`src/rtl/nfs_pkg.sv`:
```
package nfs_pkg;

    typedef enum logic [2:0] {
        OP_RESET      = 3'd0,
        OP_READ_ID    = 3'd1,
        OP_PROGRAM    = 3'd2,
        OP_ERASE_BLK  = 3'd3,
        OP_ERASE_CHIP = 3'd4
    } op_e;

    localparam logic [1:0] RES_OK        = 2'd0;
    localparam logic [1:0] RES_WRITE_ERR = 2'd1;
    localparam logic [1:0] RES_ERASE_ERR = 2'd2;

    localparam logic [7:0] CMD_ARRAY   = 8'hFF;
    localparam logic [7:0] CMD_IDENT   = 8'h90;
    localparam logic [7:0] CMD_STATUS  = 8'h70;
    localparam logic [7:0] CMD_CLEAR   = 8'h50;
    localparam logic [7:0] CMD_LOCKCFG = 8'h60;
    localparam logic [7:0] CMD_CONFIRM = 8'hD0;
    localparam logic [7:0] CMD_ERASE   = 8'h20;
    localparam logic [7:0] CMD_PROG    = 8'h10;

    localparam int SR_READY     = 7;
    localparam int SR_ERASE_BAD = 5;
    localparam int SR_PROG_BAD  = 4;
    localparam int SR_VOLT_BAD  = 3;
    localparam int SR_LOCK_BAD  = 1;

    localparam int LOCK_FLAG   = 0;
    localparam int LOCK_OFFSET = 2;

    typedef enum logic [4:0] {
        ST_IDLE,
        ST_PRE_RST,
        ST_ID_CMD,
        ST_ID_RD,
        ST_PG_SETUP,
        ST_PG_DATA,
        ST_LK_CMD,
        ST_LK_RD,
        ST_LK_RST,
        ST_UL_SETUP,
        ST_UL_CONF,
        ST_UL_RST,
        ST_ER_CLR,
        ST_ER_SETUP,
        ST_ER_CONF,
        ST_POLL_CMD,
        ST_POLL_RD,
        ST_CLR_OK,
        ST_POST_RST
    } step_e;

endpackage

```
`src/rtl/nfs_status_eval.sv`:
```
module nfs_status_eval #(
    parameter int DATA_W = 16
) (
    input  logic [DATA_W-1:0] sr_word,
    output logic              sr_ready,
    output logic              prog_bad,
    output logic              erase_bad
);
    import nfs_pkg::*;

    logic common_bad;

    always_comb begin
        sr_ready   = sr_word[SR_READY];
        common_bad = sr_word[SR_LOCK_BAD] | sr_word[SR_VOLT_BAD] | sr_word[SR_PROG_BAD];
        prog_bad   = common_bad;
        erase_bad  = common_bad | sr_word[SR_ERASE_BAD];
    end

endmodule

```
`src/rtl/nfs_poll_timer.sv`:
```
module nfs_poll_timer #(
    parameter int LIMIT = 64
) (
    input  logic clk,
    input  logic rst_n,
    input  logic clr,
    input  logic tick,
    output logic expired
);
    localparam int CW = (LIMIT > 2) ? $clog2(LIMIT) : 1;
    localparam logic [CW-1:0] LAST = CW'(LIMIT - 1);

    logic [CW-1:0] cnt_d, cnt_q;

    always_comb begin
        cnt_d = cnt_q;
        if (clr) begin
            cnt_d = '0;
        end else if (tick && cnt_q != LAST) begin
            cnt_d = cnt_q + 1'b1;
        end
    end

    always_ff @(posedge clk or negedge rst_n) begin
        if (!rst_n) begin
            cnt_q <= '0;
        end else begin
            cnt_q <= cnt_d;
        end
    end

    assign expired = (cnt_q == LAST);

    AST_TMR_NO_TICK_PAST_END: assert property (@(posedge clk) disable iff (!rst_n)
        (expired && !clr) |-> !tick) else $error("tick after expiry");
    AST_TMR_CLEARS: assert property (@(posedge clk) disable iff (!rst_n)
        clr |=> (cnt_q == '0)) else $error("timer not cleared");

endmodule

```
`src/rtl/nfs_bus_port.sv`:
```
module nfs_bus_port #(
    parameter int ADDR_W = 20,
    parameter int DATA_W = 16
) (
    input  logic              step_valid,
    input  logic              step_we,
    input  logic [ADDR_W-1:0] step_addr,
    input  logic [DATA_W-1:0] step_wdata,
    output logic              step_done,
    output logic              fl_req,
    output logic              fl_we,
    output logic [ADDR_W-1:0] fl_addr,
    output logic [DATA_W-1:0] fl_wdata,
    input  logic              fl_ack
);
    always_comb begin
        fl_req    = step_valid;
        fl_we     = step_valid & step_we;
        fl_addr   = step_valid ? step_addr : '0;
        fl_wdata  = (step_valid && step_we) ? step_wdata : '0;
        step_done = step_valid & fl_ack;
    end

endmodule

```
`src/rtl/nfs_sequencer.sv`:
```
module nfs_sequencer #(
    parameter int ADDR_W     = 20,
    parameter int DATA_W     = 16,
    parameter int BLK_CNT    = 8,
    parameter int BLK_WORDS  = 4096,
    parameter int POLL_LIMIT = 64
) (
    input  logic              clk,
    input  logic              rst_n,
    input  logic              req_valid,
    input  logic [2:0]        req_op,
    input  logic [ADDR_W-1:0] req_addr,
    input  logic [DATA_W-1:0] req_data,
    output logic              busy,
    output logic              done,
    output logic [1:0]        result,
    output logic [DATA_W-1:0] id_word,
    output logic              fl_req,
    output logic              fl_we,
    output logic [ADDR_W-1:0] fl_addr,
    output logic [DATA_W-1:0] fl_wdata,
    input  logic              fl_ack,
    input  logic [DATA_W-1:0] fl_rdata
);
    import nfs_pkg::*;

    localparam int BLK_SH = $clog2(BLK_WORDS);
    localparam int BLK_IW = (BLK_CNT > 1) ? $clog2(BLK_CNT) : 1;
    localparam logic [BLK_IW-1:0] LAST_BLK = BLK_IW'(BLK_CNT - 1);

    typedef struct packed {
        step_e             st;
        op_e               op;
        logic [ADDR_W-1:0] addr;
        logic [DATA_W-1:0] data;
        logic [BLK_IW-1:0] blk;
        logic              locked;
        logic [1:0]        res;
        logic              done;
        logic [DATA_W-1:0] id;
    } ctl_t;

    ctl_t ctl_d, ctl_q;

    logic              step_valid, step_we, step_done;
    logic [ADDR_W-1:0] step_addr;
    logic [DATA_W-1:0] step_wdata;
    logic [ADDR_W-1:0] blk_base, work_addr;
    logic              is_erase;
    logic              sr_ready, prog_bad, erase_bad;
    logic              tmr_clr, tmr_tick, tmr_expired;

    nfs_bus_port #(.ADDR_W(ADDR_W), .DATA_W(DATA_W)) u_port (
        .step_valid (step_valid),
        .step_we    (step_we),
        .step_addr  (step_addr),
        .step_wdata (step_wdata),
        .step_done  (step_done),
        .fl_req     (fl_req),
        .fl_we      (fl_we),
        .fl_addr    (fl_addr),
        .fl_wdata   (fl_wdata),
        .fl_ack     (fl_ack)
    );

    nfs_status_eval #(.DATA_W(DATA_W)) u_eval (
        .sr_word   (fl_rdata),
        .sr_ready  (sr_ready),
        .prog_bad  (prog_bad),
        .erase_bad (erase_bad)
    );

    nfs_poll_timer #(.LIMIT(POLL_LIMIT)) u_timer (
        .clk     (clk),
        .rst_n   (rst_n),
        .clr     (tmr_clr),
        .tick    (tmr_tick),
        .expired (tmr_expired)
    );

    always_comb begin
        is_erase  = (ctl_q.op == OP_ERASE_BLK) || (ctl_q.op == OP_ERASE_CHIP);
        blk_base  = ADDR_W'(ctl_q.blk) << BLK_SH;
        work_addr = is_erase ? blk_base : ctl_q.addr;
    end

    // Bus access implied by the current step
    always_comb begin
        step_valid = (ctl_q.st != ST_IDLE);
        step_we    = 1'b1;
        step_addr  = work_addr;
        step_wdata = DATA_W'(CMD_ARRAY);
        case (ctl_q.st)
            ST_ID_CMD:   step_wdata = DATA_W'(CMD_IDENT);
            ST_ID_RD:    step_we    = 1'b0;
            ST_PG_SETUP: step_wdata = DATA_W'(CMD_PROG);
            ST_PG_DATA:  step_wdata = ctl_q.data;
            ST_LK_CMD: begin
                step_addr  = blk_base | ADDR_W'(LOCK_OFFSET);
                step_wdata = DATA_W'(CMD_IDENT);
            end
            ST_LK_RD: begin
                step_addr = blk_base | ADDR_W'(LOCK_OFFSET);
                step_we   = 1'b0;
            end
            ST_UL_SETUP: step_wdata = DATA_W'(CMD_LOCKCFG);
            ST_UL_CONF:  step_wdata = DATA_W'(CMD_CONFIRM);
            ST_ER_CLR:   step_wdata = DATA_W'(CMD_CLEAR);
            ST_ER_SETUP: step_wdata = DATA_W'(CMD_ERASE);
            ST_ER_CONF:  step_wdata = DATA_W'(CMD_CONFIRM);
            ST_POLL_CMD: step_wdata = DATA_W'(CMD_STATUS);
            ST_POLL_RD:  step_we    = 1'b0;
            ST_CLR_OK:   step_wdata = DATA_W'(CMD_CLEAR);
            default:     step_wdata = DATA_W'(CMD_ARRAY);
        endcase
    end

    // Next-state computation
    always_comb begin
        ctl_d      = ctl_q;
        ctl_d.done = 1'b0;
        tmr_clr    = 1'b0;
        tmr_tick   = 1'b0;
        if (ctl_q.st == ST_IDLE) begin
            if (req_valid && req_op <= 3'd4) begin
                ctl_d.st   = ST_PRE_RST;
                ctl_d.op   = op_e'(req_op);
                ctl_d.addr = req_addr;
                ctl_d.data = req_data;
                ctl_d.res  = RES_OK;
                ctl_d.blk  = (op_e'(req_op) == OP_ERASE_CHIP) ? '0
                                                              : req_addr[BLK_SH +: BLK_IW];
            end
        end else if (step_done) begin
            case (ctl_q.st)
                ST_PRE_RST: begin
                    case (ctl_q.op)
                        OP_RESET: begin
                            ctl_d.st   = ST_IDLE;
                            ctl_d.done = 1'b1;
                        end
                        OP_READ_ID: ctl_d.st = ST_ID_CMD;
                        OP_PROGRAM: ctl_d.st = ST_PG_SETUP;
                        default:    ctl_d.st = ST_LK_CMD;
                    endcase
                end
                ST_ID_CMD:   ctl_d.st = ST_ID_RD;
                ST_ID_RD: begin
                    ctl_d.id = fl_rdata;
                    ctl_d.st = ST_POST_RST;
                end
                ST_PG_SETUP: ctl_d.st = ST_PG_DATA;
                ST_PG_DATA: begin
                    tmr_clr  = 1'b1;
                    ctl_d.st = ST_POLL_CMD;
                end
                ST_LK_CMD:   ctl_d.st = ST_LK_RD;
                ST_LK_RD: begin
                    ctl_d.locked = fl_rdata[LOCK_FLAG];
                    ctl_d.st     = ST_LK_RST;
                end
                ST_LK_RST:   ctl_d.st = ctl_q.locked ? ST_UL_SETUP : ST_ER_CLR;
                ST_UL_SETUP: ctl_d.st = ST_UL_CONF;
                ST_UL_CONF:  ctl_d.st = ST_UL_RST;
                ST_UL_RST:   ctl_d.st = ST_ER_CLR;
                ST_ER_CLR:   ctl_d.st = ST_ER_SETUP;
                ST_ER_SETUP: ctl_d.st = ST_ER_CONF;
                ST_ER_CONF: begin
                    tmr_clr  = 1'b1;
                    ctl_d.st = ST_POLL_CMD;
                end
                ST_POLL_CMD: ctl_d.st = ST_POLL_RD;
                ST_POLL_RD: begin
                    if (!sr_ready) begin
                        if (tmr_expired) begin
                            ctl_d.res = is_erase ? RES_ERASE_ERR : RES_WRITE_ERR;
                            ctl_d.st  = ST_POST_RST;
                        end else begin
                            tmr_tick = 1'b1;
                            ctl_d.st = ST_POLL_CMD;
                        end
                    end else if (!is_erase) begin
                        if (prog_bad) begin
                            ctl_d.res = RES_WRITE_ERR;
                            ctl_d.st  = ST_POST_RST;
                        end else begin
                            ctl_d.st = ST_CLR_OK;
                        end
                    end else begin
                        if (erase_bad) begin
                            ctl_d.res = RES_ERASE_ERR;
                        end
                        ctl_d.st = ST_POST_RST;
                    end
                end
                ST_CLR_OK: ctl_d.st = ST_POST_RST;
                ST_POST_RST: begin
                    if (ctl_q.op == OP_ERASE_CHIP && ctl_q.res == RES_OK &&
                        ctl_q.blk != LAST_BLK) begin
                        ctl_d.blk = ctl_q.blk + 1'b1;
                        ctl_d.st  = ST_PRE_RST;
                    end else begin
                        ctl_d.st   = ST_IDLE;
                        ctl_d.done = 1'b1;
                    end
                end
                default: ctl_d.st = ST_IDLE;
            endcase
        end
    end

    always_ff @(posedge clk or negedge rst_n) begin
        if (!rst_n) begin
            ctl_q <= '{st: ST_IDLE, op: OP_RESET, addr: '0, data: '0, blk: '0,
                       locked: 1'b0, res: RES_OK, done: 1'b0, id: '0};
        end else begin
            ctl_q <= ctl_d;
        end
    end

    assign busy    = (ctl_q.st != ST_IDLE);
    assign done    = ctl_q.done;
    assign result  = ctl_q.res;
    assign id_word = ctl_q.id;

    AST_REQ_HOLD: assert property (@(posedge clk) disable iff (!rst_n)
        (fl_req && !fl_ack) |=> (fl_req && $stable(fl_we) && $stable(fl_addr) && $stable(fl_wdata)))
        else $error("access dropped or changed before ack");
    AST_DONE_PULSE: assert property (@(posedge clk) disable iff (!rst_n)
        done |=> !done) else $error("done longer than one cycle");
    AST_IDLE_QUIET: assert property (@(posedge clk) disable iff (!rst_n)
        !busy |-> !fl_req) else $error("bus access while idle");
    AST_DONE_AT_IDLE: assert property (@(posedge clk) disable iff (!rst_n)
        done |-> !busy) else $error("done while busy");
    AST_WRITE_ERR_OP: assert property (@(posedge clk) disable iff (!rst_n)
        (done && result == RES_WRITE_ERR) |-> (ctl_q.op == OP_PROGRAM))
        else $error("write failure on non-program");
    AST_ERASE_ERR_OP: assert property (@(posedge clk) disable iff (!rst_n)
        (done && result == RES_ERASE_ERR) |-> is_erase)
        else $error("erase failure on non-erase");
    AST_LAST_WRITE_ARRAY: assert property (@(posedge clk) disable iff (!rst_n)
        $fell(busy) |-> ($past(fl_we) && $past(fl_wdata) == DATA_W'(CMD_ARRAY)))
        else $error("final access not read-array");
    AST_CHIP_ORDER: assert property (@(posedge clk) disable iff (!rst_n)
        (busy && $past(busy) && ctl_q.op == OP_ERASE_CHIP && ctl_q.blk != $past(ctl_q.blk))
            |-> (ctl_q.blk == $past(ctl_q.blk) + 1'b1))
        else $error("chip erase block order");

endmodule

```
`config.mk`:
```
export PLATFORM = sky130hd
export DESIGN_NAME = nfs_sequencer
export DESIGN_NICKNAME = d
export VERILOG_FILES = /design/src/rtl/nfs_pkg.sv /design/src/rtl/nfs_status_eval.sv /design/src/rtl/nfs_poll_timer.sv /design/src/rtl/nfs_bus_port.sv /design/src/rtl/nfs_sequencer.sv
export SDC_FILE = /design/constraint.sdc
export NUM_CORES = 1
export LEC_CHECK = 0
export ABC_AREA = 1
export BUFFER_PORTS_ARGS = -buffer_cell sky130_fd_sc_hd__buf_2
export CAP_MARGIN = 20
export CORE_ASPECT_RATIO = 1.1
export CORE_MARGIN = 5
export CORE_UTILIZATION = 52
export CTS_BUF_LIST = sky130_fd_sc_hd__clkbuf_16
export CTS_CLUSTER_DIAMETER = 150
export DETAILED_ROUTE_END_ITERATION = 16
export GPL_TIMING_DRIVEN = 0
export PLACE_DENSITY = 0.81
export REMOVE_ABC_BUFFERS = 1
export SLEW_MARGIN = 40
export SYNTH_ARGS = -nofsm -noshare
export SYNTH_HDL_FRONTEND = slang
export SYNTH_SLANG_ARGS = --single-unit
```
`constraint.sdc`:
```
create_clock -name clk -period 1.9 [get_ports clk]
set_input_delay 0.19 -clock clk [delete_from_list [all_inputs] [get_ports clk]]
set_output_delay 0.19 -clock clk [all_outputs]
set_load 0.02 [all_outputs]
```
# ---- Word level (Yosys, flattened, before mapping)
# Index checks and enable logic that the tools add are counted.
dict set report word_totals {
  out_inout_bits 58
  input_bits 59
  reg_bits 73
  word_cells 124
}
dict set report op_classes {
  reduce_logical 29
  eq_ne 29
  mux 47
  bitwise_logic 6
  addsub 2
  n_lt_le_gt_ge 1
}
# cell n
set ops {}
lappend ops {{$pmux 16 s8} 1}
lappend ops {{$pmux 5 s16} 1}
lappend ops {{$mux 20} 3}
lappend ops {{$mux 47} 1}
lappend ops {{$eq 5x4->1 const B} 8}
lappend ops {{$mux 16} 2}
lappend ops {{$mux 5} 5}
lappend ops {{$mux 23} 1}
lappend ops {{$eq 5x3->1 const B} 4}
lappend ops {{$mux 2} 10}
lappend ops {{$mux 17} 1}
lappend ops {{$eq 5x5->1 const B} 3}
lappend ops {{$mux 3} 5}
lappend ops {{$mux 1} 13}
lappend ops {{$mux 6} 2}
lappend ops {{$reduce_or 2->1} 6}
lappend ops {{$eq 5x2->1 const B} 2}
lappend ops {{$reduce_bool 2->1} 5}
lappend ops {{$pmux 3 s3} 1}
lappend ops {{$add 6x1->6 const B} 1}
lappend ops {{$eq 3x2->1 const B} 2}
lappend ops {{$eq 3x3->1 const B} 2}
lappend ops {{$eq 6x6->1 const B} 1}
lappend ops {{$ne 6x6->1 const B} 1}
lappend ops {{24 further kinds} 33}

# ---- Logic depth before layout (Yosys ltp)
dict set report logic_depth {
  word_depth 9
  ltp_mapped 11
  depth_no_buf 11
}

# ---- Modules after synthesis
# Synthesis repeated with hierarchy kept, for this count alone.
dict set report hier_totals {
  hier_cells 592
  hier_area_um2 4295.4
}
# mod n_inst cells_each seq_area_each_um2 area_each_um2
set by_module_without_submodules {}
lappend by_module_without_submodules {nfs_sequencer 1 453 1676.6 3555.9}
lappend by_module_without_submodules {nfs_poll_timer 1 53 150.1 399.1}
lappend by_module_without_submodules {nfs_bus_port 1 80 0.0 310.3}
lappend by_module_without_submodules {nfs_status_eval 1 6 0.0 30.0}

# ---- Least setup slack after synthesis
# OpenSTA, ideal clock, no wires.
dict set report synth_timing {
  kind {reg-to-output}
  start {register ctl_q[66] (netlist name)}
  end {output port fl_wdata[4]}
  setup_slack_ps -84
  arrival_ps 1794
  path_buffers 1
  path_stages_with_launch 8
  t_required_ps 1710
  path_cell_list {dfrtp_1 -> inv_2 -> buf_4 -> nand3_1 -> inv_2 -> a21oi_1 -> inv_1 -> a31oi_1}
}
dict set report synth_between {
  elab_chain_cells 5
  elab_cells_between_ends 23
  cone_classes {eq/ne (14); mux (3); reduce/logical (6)}
}
# item line
set synth_lines {}
lappend synth_lines {{start, declared} nfs_sequencer.sv:43} ;# ctl_t ctl_d, ctl_q;
lappend synth_lines {{start signal, assigned} nfs_sequencer.sv:214} ;# ctl_q <= '{st: ST_IDLE, op: OP_RESET, addr: '0, data: '0, blk: '0,
lappend synth_lines {{start signal, assigned} nfs_sequencer.sv:217} ;# ctl_q <= ctl_d;
lappend synth_lines {{branches (longest 4 deep; another with $pmux 16 s8)} n/a}
lappend synth_lines {{$mux 16 *} nfs_bus_port.sv:20} ;# fl_wdata = (step_valid && step_we) ? step_wdata : '0;
lappend synth_lines {{end, declared} nfs_sequencer.sv:21} ;# output logic [DATA_W-1:0] fl_wdata,
# Every way passes the cells marked *.

# ---- Final worst setup path
dict set report layout_timing {
  start {register ctl_q[63] (netlist name)}
  end {output port fl_wdata[7]}
}
# The elaborated chain is that of the path after synthesis.

==> impl_summary.log <==
INFO  metric outcome = finished with violations
INFO  metric failed_checks = setup timing
INFO  metric synth_cell_types = 29
INFO  metric post-route-worst-setup-slack = -168 ps
INFO  metric cts_htree_levels = 3
INFO  metric grt_antenna_before_repair = 0
INFO  metric tritoncts_clock_tree = done
INFO  metric max_freq = 484 MHz
INFO  metric final_critical_delay_including_setup_and_external_delays = 2070 ps
INFO  metric netlist_top_cells_area = sky130_fd_sc_hd__dfrtp_1 47%, sky130_fd_sc_hd__nand2_1 20%, sky130_fd_sc_hd__inv_1 4.9%, sky130_fd_sc_hd__o21ai_0 4.6%, sky130_fd_sc_hd__nor2_1 4.3%
INFO  metric yosys.area_share.simple = a little under a third
INFO  metric design.die.area = 9340 µm²
INFO  metric total_leakage_power = ~3.0 nW
INFO  metric postRouteWirelength = 11.9 mm
INFO  metric crit-reg2reg-capture = u_timer.cnt_q[0]$_DFFE_PN0P_
INFO  metric critPathCaptureType = primary output
INFO  metric layout-drive-gt1-share = 35.6%
INFO  metric via_per_inst = 5.37
INFO  metric route.detailed.drc = 0
INFO  metric setup-violations-final = 8
INFO  metric rsz_0062_raised_after_global_routing = yes
INFO  metric synth_xor_xnor_area_share = 0.449%
INFO  metric synth_cells = 539
INFO  metric mappedNetlistArea = 3900 µm²
INFO  metric insertion_delay_of_the_later_clocked_pin_in_the_worst_skew_pair = 330 ps
INFO  metric timing.slew.headroom = between 40% and 50%
INFO  metric detail_route.iter0.violations = around 290
INFO  metric fin_crit_sh = 109%
INFO  metric maxCapViolations = 0
INFO  metric globalplace.congestion = 0.892
INFO  metric std_cell_rows = 33
INFO  metric yosysTopAreaCell = sky130_fd_sc_hd__dfrtp_1
INFO  metric detailed_place_hpwl = 6.83 mm
INFO  metric fp.dieW = 92.6 µm
INFO  metric timing.hold.worst_endpoint = ctl_q[41]$_DFFE_PN0P_
INFO  metric firstDrtPassIters = 5
INFO  metric antenna_left = 0
INFO  metric critPathMaxFanout = 6
INFO  metric r2r.worst_path.cells = 10
INFO  metric pre_cts_ws = -501 ps
INFO  metric finalClockSkew = between 8 and 9 ps
INFO  metric worst-r2r-setup-slack = 70 ps
INFO  metric syn2layout_area_growth = 42.9%
INFO  metric total_grt_usage = 23.6%
INFO  metric wl_per_cell = approximately 15 µm
INFO  metric final_design_area_no_fill = 5580 µm²
INFO  metric antenna-diode-count = 0
INFO  metric grt_max_degree = 46
INFO  metric clock-sinks = 73
INFO  metric max_slew.worst_pin.slew = 770 ps
INFO  metric syn-mean-instance-area = 7.24 µm²
INFO  metric worst-endpoint-arrival = 1880 ps
INFO  metric dieHeight = 101 µm
INFO  metric post-synth-top-area-fraction = a little under half
INFO  metric design.core.area = 7390 µm²
INFO  metric setup.worst_path.class = reg2out
INFO  metric synth_sequential_area_ratio = 46.8%
INFO  metric slew_viol_final = 0
INFO  metric first_global_vias = ~4000
INFO  metric post_synthesis_compound_gate_area_fraction = 10.4%
INFO  metric cts_made_buffers = 9
INFO  metric starting_density_of_the_core = 52.8%
INFO  metric powerDensity = 1950 nW/µm²
INFO  metric ys_ff_latch = 73
INFO  metric regToRegStartpoint = ctl_q[62]$_DFFE_PN0P_
INFO  metric clock_path_buffers = 2
INFO  metric hold_depth = 3
INFO  metric numPortBuffers = 116
INFO  metric grt_first_pass_wirelength = 17.8 mm
INFO  metric clk_pin_slew = 60 ps
INFO  metric synth_adder_area_share = 0.961%
INFO  metric fillers = slightly above 500
INFO  metric crit_required = 1710 ps
INFO  metric hp-class = in2reg
INFO  metric synth.yosys.warnings = 0
INFO  metric globalRouteOverflowTotal = 0
INFO  metric hold_viol_final = 0
INFO  metric synth_mux_area_share = 0%
INFO  metric cts_root_buffer = sky130_fd_sc_hd__clkbuf_16
INFO  metric ir_worst_vdd = ~1.2 mV
INFO  metric largest_family_of_logic_cells_by_synthesized_area = simple AND/OR/NAND/NOR gates
INFO  metric setup.worst_path.start_class = flip-flop
INFO  metric detailroute.via_count = 4134
INFO  metric ioPinCount = 117
INFO  metric area_after_detailed_placement = 4430 µm²
INFO  metric design.final.nets = 740
INFO  metric timing.hold.worst.start = req_addr[2]
-- synthesized netlist by cell type, drive strengths merged --
cell type,count
o2111ai,1
dfrtp,73
nand2,209
nand3,23
ha,3
o21ai,60
inv,59
a21oi,15
nor3,1
nand3b,1
nor2,47
or2,1
buf,31
a31oi,1
nand4,6
xnor2,1
o21bai,1
clkbuf,4
o21a,1
xor2,1
-- worst max-delay path: stages (launching register included) --
cell	delay (ps)
sky130_fd_sc_hd__dfrtp_2	480
sky130_fd_sc_hd__inv_4	130
sky130_fd_sc_hd__nor2_4	50
sky130_fd_sc_hd__nand2_2	120
sky130_fd_sc_hd__o21ai_2	80
sky130_fd_sc_hd__nor2_4	140
sky130_fd_sc_hd__nand4_4	170
sky130_fd_sc_hd__a21oi_2	210
sky130_fd_sc_hd__buf_4	170
-- kinds of logic (layout without fill, tap and decap cells) --
family / Yosys count / in the layout
simple gates: 288 / 294
buf+inv: 94 / 232
compound gates: 79 / 79
flops: 73 / 73
fa+ha+maj: 3 / 3
xor+xnor: 2 / 2
-- stage by stage --
stage                     hold WS (ps)  power [mW]  util [%]  TNS (ps)  std cells
after global routing              62.7        11.5      75.5     -1940        770
after global placement             384        6.81      59.2    -42110        707
after floorplan                   -106        5.52         -     -6160        504
after detailed placement          78.0        6.93      60.0    -17510        710
final                             53.0        10.9      75.5      -981        770
after CTS                         45.3        9.76      70.1     -89.9        749
-- report_power, final --
group	total (mW)	internal, mW	switching, mW	leakage (nW)
clock network	1.89	1.27	0.616	0.164
registers	2.71	2.23	0.483	0.926
logic	6.26	2.37	3.89	1.90
total	10.9	5.87	4.99	2.99
-- worst max-delay path by stage --
stage | start | end | slack [ps] | depth (start not counted)
floorplan | ctl_q[65]$_DFFE_PN0P_ | ctl_q[31]$_DFFE_PN0P_ | -210 | 6
global placement | ctl_q[62]$_DFFE_PN0P_ | blk_base[13]$_DFFE_PN0P_ | -920 | 8
detailed placement | ctl_q[62]$_DFFE_PN0P_ | blk_base[13]$_DFFE_PN0P_ | -500 | 9
CTS | ctl_q[64]$_DFFE_PN0P_ | fl_wdata[4] | -30 | 7
global route | ctl_q[63]$_DFFE_PN0P_ | fl_wdata[7] | -210 | 8
finish | ctl_q[63]$_DFFE_PN0P_ | fl_wdata[7] | -170 | 8
-- flip-flops by register name, indices dropped and copies added (netlist names) --
register       count
blk_base           3
result             2
ctl_q             45
u_timer.cnt_q      6
done               1
id_word           16
-- cells in the final DEF (no fill, tap or decap), drive strengths merged --
cell and n:
clkinvlp 1, xnor2 1, bufinv 3, nor2 47, dlygate4sd3 1, nand3 25
or2 1, nand2 213, o21bai 1, clkinv 3, ha 3, inv 59
nand4 6, o2111ai 1, a21oi 15, nand3b 1, clkbuf 9, buf 156
dfrtp 73, o21ai 60, nor3 1, a31oi 1, o21a 1, xor2 1
-- metal layers --
layer / wire length (µm) / global-route usage [%] / part of all wire [%] / vias up
li1: - / - / - / 1960
met1: 4890 / 28.9 / 41 / 1931
met2: 5750 / 39.5 / 48 / 193
met3: 799 / 5.08 / 6.7 / 50
met4: 496 / 11.8 / 4.2 / 0
met5: 0 / 0 / 0 / -
-- what timing repair did --
action / in CTS / in global routing
pin swaps: 9 / 12
endpoints found under the setup margin: 94 / 94
endpoints found under the hold margin: 28 / 0
hold buffers: 1 / 0
gates cloned: 2 / 4
resized for setup: 68 / 54
setup buffers: 20 / 17
-- layout make-up --
class / instances / area (µm²) / area share (%)
clock buffers: 9 / 225 / 4.04
clock inverters: 7 / 110 / 1.97
inverters: 59 / 256 / 4.60
multi-input cells: 378 / 2000 / 35.9
flip-flops and latches: 73 / 1830 / 32.9
well taps: 87 / 109 / 1.95
repair buffers: 157 / 1040 / 18.7
Power figures use the tool's default switching activity.
